==> src/rtl/acc_cpu_pkg.sv <==
package acc_cpu_pkg;

    localparam int ADDR_W    = 5;
    localparam int DATA_W    = 8;
    localparam int OP_W      = DATA_W - ADDR_W;
    localparam int MEM_WORDS = 1 << ADDR_W;

    typedef logic [ADDR_W-1:0] addr_t;
    typedef logic [DATA_W-1:0] word_t;

    typedef enum logic [OP_W-1:0] {
        OP_LOAD  = 3'd0,
        OP_STORE = 3'd1,
        OP_ADD   = 3'd2,
        OP_SUB   = 3'd3,
        OP_AND   = 3'd4,
        OP_JMP   = 3'd5,
        OP_JZ    = 3'd6,
        OP_HALT  = 3'd7
    } opcode_e;

    typedef struct packed {
        opcode_e op;
        addr_t   addr;
    } instr_t;

    typedef enum logic [3:0] {
        S_F_ADDR,
        S_F_WAIT,
        S_F_LATCH,
        S_F_IR,
        S_DECODE,
        S_X_WAIT,
        S_X_LATCH,
        S_X_ALU,
        S_X_WRITE,
        S_HALT
    } state_e;

    typedef struct packed {
        logic pc_to_mar;
        logic pc_inc;
        logic mdr_from_mem;
        logic cir_from_mdr;
        logic pc_from_ir;
        logic mar_from_ir;
        logic mdr_from_acc;
        logic acc_from_alu;
        logic mem_we;
    } ctl_t;

    localparam ctl_t CTL_IDLE = '0;

    function automatic instr_t split_word(word_t w);
        return instr_t'(w);
    endfunction

    function automatic logic is_jump(opcode_e op);
        return (op == OP_JMP) || (op == OP_JZ);
    endfunction

endpackage

==> src/rtl/acc_cpu_ctrl.sv <==
module acc_cpu_ctrl
    import acc_cpu_pkg::*;
(
    input  logic    clk,
    input  logic    rst,
    input  opcode_e op,
    input  logic    acc_zero,
    output state_e  st,
    output ctl_t    ctl
);

    state_e st_q;
    state_e st_d;

    always_comb begin
        st_d = st_q;
        ctl  = CTL_IDLE;
        case (st_q)
            S_F_ADDR: begin
                ctl.pc_to_mar = 1'b1;
                ctl.pc_inc    = 1'b1;
                st_d          = S_F_WAIT;
            end
            S_F_WAIT:  st_d = S_F_LATCH;
            S_F_LATCH: begin
                ctl.mdr_from_mem = 1'b1;
                st_d             = S_F_IR;
            end
            S_F_IR: begin
                ctl.cir_from_mdr = 1'b1;
                st_d             = S_DECODE;
            end
            S_DECODE: begin
                if (is_jump(op)) begin
                    ctl.pc_from_ir = (op == OP_JMP) || acc_zero;
                    st_d           = S_F_ADDR;
                end else if (op == OP_HALT) begin
                    st_d = S_HALT;
                end else if (op == OP_STORE) begin
                    ctl.mar_from_ir  = 1'b1;
                    ctl.mdr_from_acc = 1'b1;
                    st_d             = S_X_WRITE;
                end else begin
                    ctl.mar_from_ir = 1'b1;
                    st_d            = S_X_WAIT;
                end
            end
            S_X_WAIT:  st_d = S_X_LATCH;
            S_X_LATCH: begin
                ctl.mdr_from_mem = 1'b1;
                st_d             = S_X_ALU;
            end
            S_X_ALU: begin
                ctl.acc_from_alu = 1'b1;
                st_d             = S_F_ADDR;
            end
            S_X_WRITE: begin
                ctl.mem_we = 1'b1;
                st_d       = S_F_ADDR;
            end
            S_HALT:  st_d = S_HALT;
            default: st_d = S_F_ADDR;
        endcase
    end

    always_ff @(posedge clk) begin
        if (rst) st_q <= S_F_ADDR;
        else     st_q <= st_d;
    end

    assign st = st_q;

endmodule

==> src/rtl/acc_cpu_alu.sv <==
module acc_cpu_alu
    import acc_cpu_pkg::*;
(
    input  opcode_e op,
    input  word_t   acc,
    input  word_t   operand,
    output word_t   result
);

    always_comb begin
        case (op)
            OP_LOAD: result = operand;
            OP_ADD:  result = acc + operand;
            OP_SUB:  result = acc - operand;
            OP_AND:  result = acc & operand;
            default: result = acc;
        endcase
    end

endmodule

==> src/rtl/acc_cpu_regs.sv <==
module acc_cpu_regs
    import acc_cpu_pkg::*;
(
    input  logic   clk,
    input  logic   rst,
    input  ctl_t   ctl,
    input  word_t  mem_rdata,
    input  word_t  alu_res,
    output addr_t  pc,
    output addr_t  mar,
    output word_t  mdr,
    output instr_t cir,
    output word_t  acc
);

    addr_t  pc_q;
    addr_t  mar_q;
    word_t  mdr_q;
    instr_t cir_q;
    word_t  acc_q;

    always_ff @(posedge clk) begin
        if (rst) begin
            pc_q  <= '0;
            mar_q <= '0;
            mdr_q <= '0;
            cir_q <= '0;
            acc_q <= '0;
        end else begin
            if (ctl.pc_inc)          pc_q <= pc_q + addr_t'(1);
            else if (ctl.pc_from_ir) pc_q <= cir_q.addr;

            if (ctl.pc_to_mar)        mar_q <= pc_q;
            else if (ctl.mar_from_ir) mar_q <= cir_q.addr;

            if (ctl.mdr_from_mem)      mdr_q <= mem_rdata;
            else if (ctl.mdr_from_acc) mdr_q <= acc_q;

            if (ctl.cir_from_mdr) cir_q <= split_word(mdr_q);

            if (ctl.acc_from_alu) acc_q <= alu_res;
        end
    end

    assign pc  = pc_q;
    assign mar = mar_q;
    assign mdr = mdr_q;
    assign cir = cir_q;
    assign acc = acc_q;

endmodule

==> src/rtl/acc_cpu.sv <==
module acc_cpu
    import acc_cpu_pkg::*;
(
    input  logic              clk,
    input  logic              rst,
    output logic [ADDR_W-1:0] mem_addr,
    output logic [DATA_W-1:0] mem_wdata,
    output logic              mem_we,
    input  logic [DATA_W-1:0] mem_rdata,
    output logic              halted,
    output logic [DATA_W-1:0] acc_out
);

    state_e st;
    ctl_t   ctl;
    addr_t  pc_q;
    addr_t  mar_q;
    word_t  mdr_q;
    instr_t cir_q;
    word_t  acc_q;
    word_t  alu_res;

    acc_cpu_ctrl u_ctrl (
        .clk      (clk),
        .rst      (rst),
        .op       (cir_q.op),
        .acc_zero (acc_q == '0),
        .st       (st),
        .ctl      (ctl)
    );

    acc_cpu_alu u_alu (
        .op      (cir_q.op),
        .acc     (acc_q),
        .operand (mdr_q),
        .result  (alu_res)
    );

    acc_cpu_regs u_regs (
        .clk       (clk),
        .rst       (rst),
        .ctl       (ctl),
        .mem_rdata (mem_rdata),
        .alu_res   (alu_res),
        .pc        (pc_q),
        .mar       (mar_q),
        .mdr       (mdr_q),
        .cir       (cir_q),
        .acc       (acc_q)
    );

    assign mem_addr  = mar_q;
    assign mem_wdata = mdr_q;
    assign mem_we    = ctl.mem_we;
    assign halted    = (st == S_HALT);
    assign acc_out   = acc_q;

endmodule

==> config.mk <==
export PLATFORM = sky130hd
export DESIGN_NAME = acc_cpu
export DESIGN_NICKNAME = d
export VERILOG_FILES = /design/src/rtl/acc_cpu_pkg.sv /design/src/rtl/acc_cpu_ctrl.sv /design/src/rtl/acc_cpu_alu.sv /design/src/rtl/acc_cpu_regs.sv /design/src/rtl/acc_cpu.sv
export SDC_FILE = /design/constraint.sdc
export NUM_CORES = 1
export LEC_CHECK = 0
export ABC_AREA = 1
export BUFFER_PORTS_ARGS = -buffer_cell sky130_fd_sc_hd__buf_2
export CORE_MARGIN = 4
export CORE_UTILIZATION = 40
export DETAILED_ROUTE_END_ITERATION = 10
export HOLD_SLACK_MARGIN = 0.12
export PLACE_DENSITY_LB_ADDON = 0.15
export SETUP_SLACK_MARGIN = 0.05
export SLEW_MARGIN = 20
export SYNTH_ARGS = -nofsm -noshare
export SYNTH_HDL_FRONTEND = slang
export SYNTH_SLANG_ARGS = --single-unit
==> constraint.sdc <==
create_clock -name clk -period 6.7 [get_ports clk]
set_input_delay 0.335 -clock clk [delete_from_list [all_inputs] [get_ports clk]]
set_output_delay 0.335 -clock clk [all_outputs]
set_load 0.005 [all_outputs]
==> results.py, run 1 <==
metrics = {
    "die": {
        "coreArea_um2": 5574,
        "die_w_um": 84.46,
        "rows": 27,
        "ioPinCount": 33,
        "dieArea_um2": 7133,
        "start_util_pct": 41.95,
        "die_y_um": 84.46,
    },
    "detailed_routing": {
        "first_pass_iters": 4,
        "ant_nets": 0,
        "post_drt_wl_per_cell_um": 13.88,
        "vias": 2402,
        "drcViolationCount": 0,
        "drt_iter0_drc": 194,
        "wl_um": 6288,
        "viasPerCell": 5.302,
    },
    "grt": {
        "grt_max_degree": 27,
        "antenna_found_initial": 0,
        "grt_pass1_vias": 2224,
        "grt_pass1_wl_um": 10730,
        "grt_usage_pct": 18.39,
        "grt.overflow.total": 0,
    },
    "clock_tree": {
        "htreeDepth": 2,
        "ctsResizeCount": 0,
        "cts_root_buf": "clkbuf_8",
        "clock_latency_ns": 0.29,
        "path_clk_slew_ns": 0.08,
        "clock_path_buffers": 2,
        "post_cts_buffers": 0,
        "cts_buffers": 5,
        "cts_tree": "done",
        "clock-sinks": 38,
        "postCtsHoldBufs": 0,
    },
    "logic_synthesis": {
        "synthFlopType": "dfxtp_1",
        "yosysMostFrequentCell": "nand2_1",
        "synth_edf_count": 0,
        "synthArstFlopShare_pct": 0,
        "avgSynthCellArea_um2": 6.701,
        "synth_area_leader_cell": "dfxtp_1",
        "ys.warnings.count": 0,
        "netlist_area_um2": 2338,
        "ys_ff_latch": 38,
        "syn_nets": 370,
        "netlist-cell-type-count": 33,
        "syn_inst": 349,
        "seq_area_frac_synth_pct": 32.53,
        "synth_top_area_share_pct": 32.53,
        "ys_top_cells_by_count": "nand2_1, inv_1, a21oi_1",
        "synth.area.top_cells": "dfxtp_1, nand2_1, a21oi_1, o21ai_0, inv_1",
    },
    "timing": {
        "fmax_mhz": 401.3,
        "finalMaxSlewViolations": 0,
        "hold_ws_ns": 0.3157,
        "setup_viol": 0,
        "worst_pin_slew_ns": 0.7712,
        "hold_viol": 0,
        "setup_tns_ns": 0,
        "period_share_pct": 37.19,
        "rsz0062_at_grt": "false",
        "period_needed_ns": 2.492,
        "maxSlewHeadroom_pct": 48.53,
        "fin_skew_ns": 0.008160,
    },
    "final_layout": {
        "fillers": 583,
        "drive_gt1_share_pct": 15.49,
        "nets": 402,
        "insertedDiodeCount": 0,
        "area_delta_synth_final_pct": 12.41,
        "fin_util_pct": 47.16,
    },
    "power": {
        "clkPwrFrac_pct": 24.6,
        "seq_power_share_pct": 43.0,
        "ir_drop_mv": 0.1147,
        "finalPower_w": 0.0006118,
        "p_int_w": 0.0003834,
        "p_switching_w": 0.0002284,
        "switching_share_pct": 37.34,
        "total_leakage_power_nw": 1.267,
        "comb_power_share_pct": 32.4,
        "powerDensity_nw_per_um2": 232.7,
    },
    "setup_path": {
        "critPathKind": "flip-flop to flip-flop",
        "endpoint_kind": "flip-flop",
        "worst_path_largest_cell_delay_ns": 0.37,
        "cp_top_family": "compound AO/OA/AOI/OAI gates",
        "cp_max_fo": 6,
        "required_ns": 6.93,
        "crit_path_start_kind": "flip-flop",
        "reg2reg_depth": 18,
        "cp_num_buf_inv": 6,
        "cp_num_cells": 18,
        "cp_cell_sequence": "inv_1 -> ha_1 -> inv_1 -> nor3_1 -> inv_1 -> o31ai_1 -> xor2_1 -> inv_1 -> ha_1 -> nand2_1 -> inv_1 -> nand2_1 -> nand2_1 -> a21oi_1 -> inv_1 -> nand2_1 -> nand3_1 -> a21oi_1",
        "crit_top_cell": "inv_1",
        "worstPathArrival_ns": 2.72,
        "cpMaxStageDelayCell": "dfxtp_1",
    },
    "run_status": {
        "status": "finished clean",
    },
    "worst_hold_path": {
        "hold_class": "primary input to flip-flop",
        "hold_path_depth": 3,
    },
    "placed_design": {
        "port_buffers": 32,
        "gp_congestion": 0.8827,
        "dp_hpwl_um": 4684,
    },
    "flow_run": {
        "cap_violations": 0,
    },
}
placed cells by master (no fill, tap or decap), drive strengths merged:
cell type,instances
ha,10
o21bai,1
xor2,6
a31oi,8
o221ai,1
nand2,74
fa,1
or2,1
o31ai,1
inv,49
a311oi,1
dfxtp,38
nor3,3
o211ai,1
a21oi,43
clkbuf,5
o21ai,43
clkinv,3
nand4,3
nor2,32
nand3,22
xnor2,1
nor4,2
buf,32
sequential cells by signal, summed over array words and instances, names as in the netlist:
name	flops
u_regs.acc	8
u_regs.cir	8
u_regs.mdr	8
u_regs.mar	5
u_regs.pc	5
u_ctrl.st	4
cell type report:
type / instances / area, um2 / share of cell area (%)
multi-input combinational: 254 / 1350 / 51.36
sequential: 38 / 760.7 / 28.94
inverter: 50 / 188.9 / 7.187
timing repair buffer: 32 / 160.2 / 6.092
tap: 72 / 90.09 / 3.427
clock buffer: 5 / 68.82 / 2.618
clock inverter: 2 / 10.01 / 0.3808
power groups by stage:
stage	sequential, W	clock, W	combinational, W
2_1_floorplan	0.000263	0	0.000154
3_3_place_gp	0.000268	0	0.000196
3_5_place_dp	0.000268	0	0.000196
4_1_cts	0.000263	0.000155	0.000197
5_1_grt	0.000266	0.000163	0.000228
6_report	0.000263	0.000151	0.000198
stage by stage:
step / setup slack, ns / instances / area, um2
3_5_place_dp: 4.244 / 446 / 2550
3_3_place_gp: 4.361 / 446 / 2550
2_1_floorplan: 4.482 / 349 / 2338
4_1_cts: 4.224 / 453 / 2629
5_1_grt: 3.999 / 453 / 2629
6_report: 4.208 / 453 / 2629
metal layers:
layer  GRT usage, %  vias to the layer above  part of all wire [%]
met2          26.76                       70                    42
met4          4.892                        0                   1.1
met1          27.63                     1105                    50
met5              0                        -                     0
met3          3.533                        7                   6.5
li1               -                     1220                     -
logic make-up (layout without fill, tap and decap cells):
family / after synthesis / count (layout) / synth area share, %
DFF: 38 / 38 / 32.53
xor gates and xnor gates: 7 / 7 / 2.622
and+or+nand+nor: 137 / 137 / 26.32
adders and majority gates: 11 / 11 / 6.207
buffers and inverters: 57 / 89 / 9.737
AOI/OAI and AO/OA: 99 / 99 / 22.58
final timing paths:
check	from	slack [ns]	end
hold reg to reg	u_regs.mar[1]	0.46	u_regs.mar[1]
hold / removal	mem_rdata[3]	0.32	u_regs.mdr[3]
setup reg to reg	u_regs.mdr[0]	4.21	u_regs.acc[7]
setup / recovery	u_regs.mdr[0]	4.21	u_regs.acc[7]
tightest hold or removal path: stages:
cell	delay [ns]
buf_2	0.10
nand2_1	0.05
a31oi_1	0.07
Power figures use the tool's default switching activity.
==> inputs of run 2 (changes only) <==
Clock period 6.7 ns to 2.6 ns, I/O delays scaled along.
==> results.py, run 2 (synthesized netlist as in run 1, its figures left out) <==
metrics = {
    "placed_design": {
        "port_buffers": 32,
        "gp_congestion": 0.8472,
        "dp_hpwl_um": 4817,
        "dp.cells": 448,
    },
    "detailed_routing": {
        "drcViolationCount": 0,
        "viasPerCell": 5.265,
        "ant_nets": 0,
        "wl_um": 6477,
        "vias": 2422,
        "post_drt_wl_per_cell_um": 14.08,
        "drt_iter0_drc": 165,
        "first_pass_iters": 4,
    },
    "power": {
        "total_leakage_power_nw": 1.300,
        "powerDensity_nw_per_um2": 611.8,
        "ir_drop_mv": 0.2476,
    },
    "die": {
        "start_util_pct": 41.95,
        "dieArea_um2": 7133,
        "die_w_um": 84.46,
        "die_y_um": 84.46,
        "rows": 27,
        "ioPinCount": 33,
        "coreArea_um2": 5574,
    },
    "setup_path": {
        "worst_path_largest_cell_delay_ns": 0.45,
        "endpoint_kind": "flip-flop",
        "reg2reg_setup_slack_ns": 0.30,
        "cp_num_buf_inv": 2,
        "critPathKind": "flip-flop to flip-flop",
        "cp_max_fo": 9,
        "crit_path_start_kind": "flip-flop",
        "required_ns": 2.84,
        "cp_top_family": "simple AND/OR/NAND/NOR gates",
        "cpMaxStageDelayCell": "dfxtp_1",
        "cp_cell_sequence": "inv_1 -> nand2_2 -> nand2_1 -> xor2_1 -> ha_1 -> a21oi_1 -> nand2_1 -> a21oi_1 -> inv_1 -> nand2_1 -> nand3_1 -> a21oi_1",
        "worstPathArrival_ns": 2.54,
    },
    "grt": {
        "grt_pass1_vias": 2188,
        "grt_usage_pct": 19.02,
        "grt_pass1_wl_um": 11020,
        "grt_max_degree": 27,
        "met2_usage_pct": 28.12,
        "grt.overflow.total": 0,
        "met1_usage_pct": 28.32,
        "busiest_layer": "met1",
        "antenna_found_initial": 0,
        "met3_usage_pct": 3.631,
    },
    "clock_tree": {
        "htreeDepth": 2,
        "cts_tree": "done",
        "cts_buffers": 5,
        "cts_root_buf": "clkbuf_8",
        "clock_latency_ns": 0.30,
        "post_cts_buffers": 0,
        "clock_path_buffers": 2,
        "path_clk_slew_ns": 0.08,
        "clock-sinks": 38,
    },
    "timing": {
        "setup_viol": 0,
        "rsz0062_at_grt": "false",
        "finalMaxSlewViolations": 0,
        "period_needed_ns": 2.302,
        "setup_tns_ns": 0,
        "fin_skew_ns": 0.003659,
        "fmax_mhz": 434.5,
        "worst_pin_slew_ns": 0.7377,
        "maxSlewHeadroom_pct": 50.64,
        "hold_ws_ns": 0.1636,
        "hold_viol": 0,
        "period_share_pct": 88.53,
    },
    "final_layout": {
        "drive_gt1_share_pct": 17.27,
        "area_delta_synth_final_pct": 16.27,
        "fillers": 603,
        "layout_common_cells": "nand2_1, inv_1, a21oi_1",
        "fin_cells": 460,
        "nets": 408,
        "layout_commonest_cell": "nand2_1",
        "insertedDiodeCount": 0,
    },
    "worst_hold_path": {
        "hold_class": "primary input to flip-flop",
    },
    "flow_run": {
        "cap_violations": 0,
    },
    "run_status": {
        "status": "finished clean",
    },
}
==> run 2: worst paths after layout <==
kind                      start             to  depth (start not counted)
setup / recovery  u_regs.cir[7]  u_regs.acc[7]                         12
hold / removal              rst   u_ctrl.st[3]                          2
setup reg to reg  u_regs.cir[7]  u_regs.acc[7]                         12
hold reg to reg    u_regs.pc[3]   u_regs.pc[3]                          2
==> run 2: metal layers <==
layer / routed length (um) / up-vias
li1: - / 1235
met1: 3272 / 1118
met2: 2722 / 64
met3: 435 / 5
met4: 46 / 0
met5: 0 / -
==> run 2: area by class of cell <==
class                      instances  area [um2]  area share (%)
sequential                        38       762.0           28.03
inverter                          50       188.9           6.949
timing repair buffer              38       215.2           7.915
clock buffer                       6       82.58           3.037
tap                               72       90.09           3.313
clock inverter                     2       12.51          0.4602
multi-input combinational        254        1368           50.30
==> run 2: what timing repair did <==
item | in CTS | in global routing
endpoints found under the setup margin | 0 | 1
endpoints found under the hold margin | 4 | 0
gates resized for setup | 0 | 5
hold buffers | 4 | 0
==> run 2: stage by stage <==
stage / setup slack, ns / total power, W / area (um2) / utilization [%]
after floorplan: 0.3824 / 0.001073 / 2338 / -
after global placement: 0.3044 / 0.001196 / 2565 / 46.02
after detailed placement: 0.2233 / 0.001202 / 2565 / 46.02
after CTS: 0.1886 / 0.001659 / 2700 / 48.44
after global routing: 0.09611 / 0.001786 / 2719 / 48.78
final: 0.2983 / 0.001663 / 2719 / 48.78
==> run 2: where the power goes <==
group          switching (W)  internal [W]
logic               0.000340      0.000196
registers          0.0000496      0.000628
clock network       0.000237      0.000214
total               0.000627       0.00104
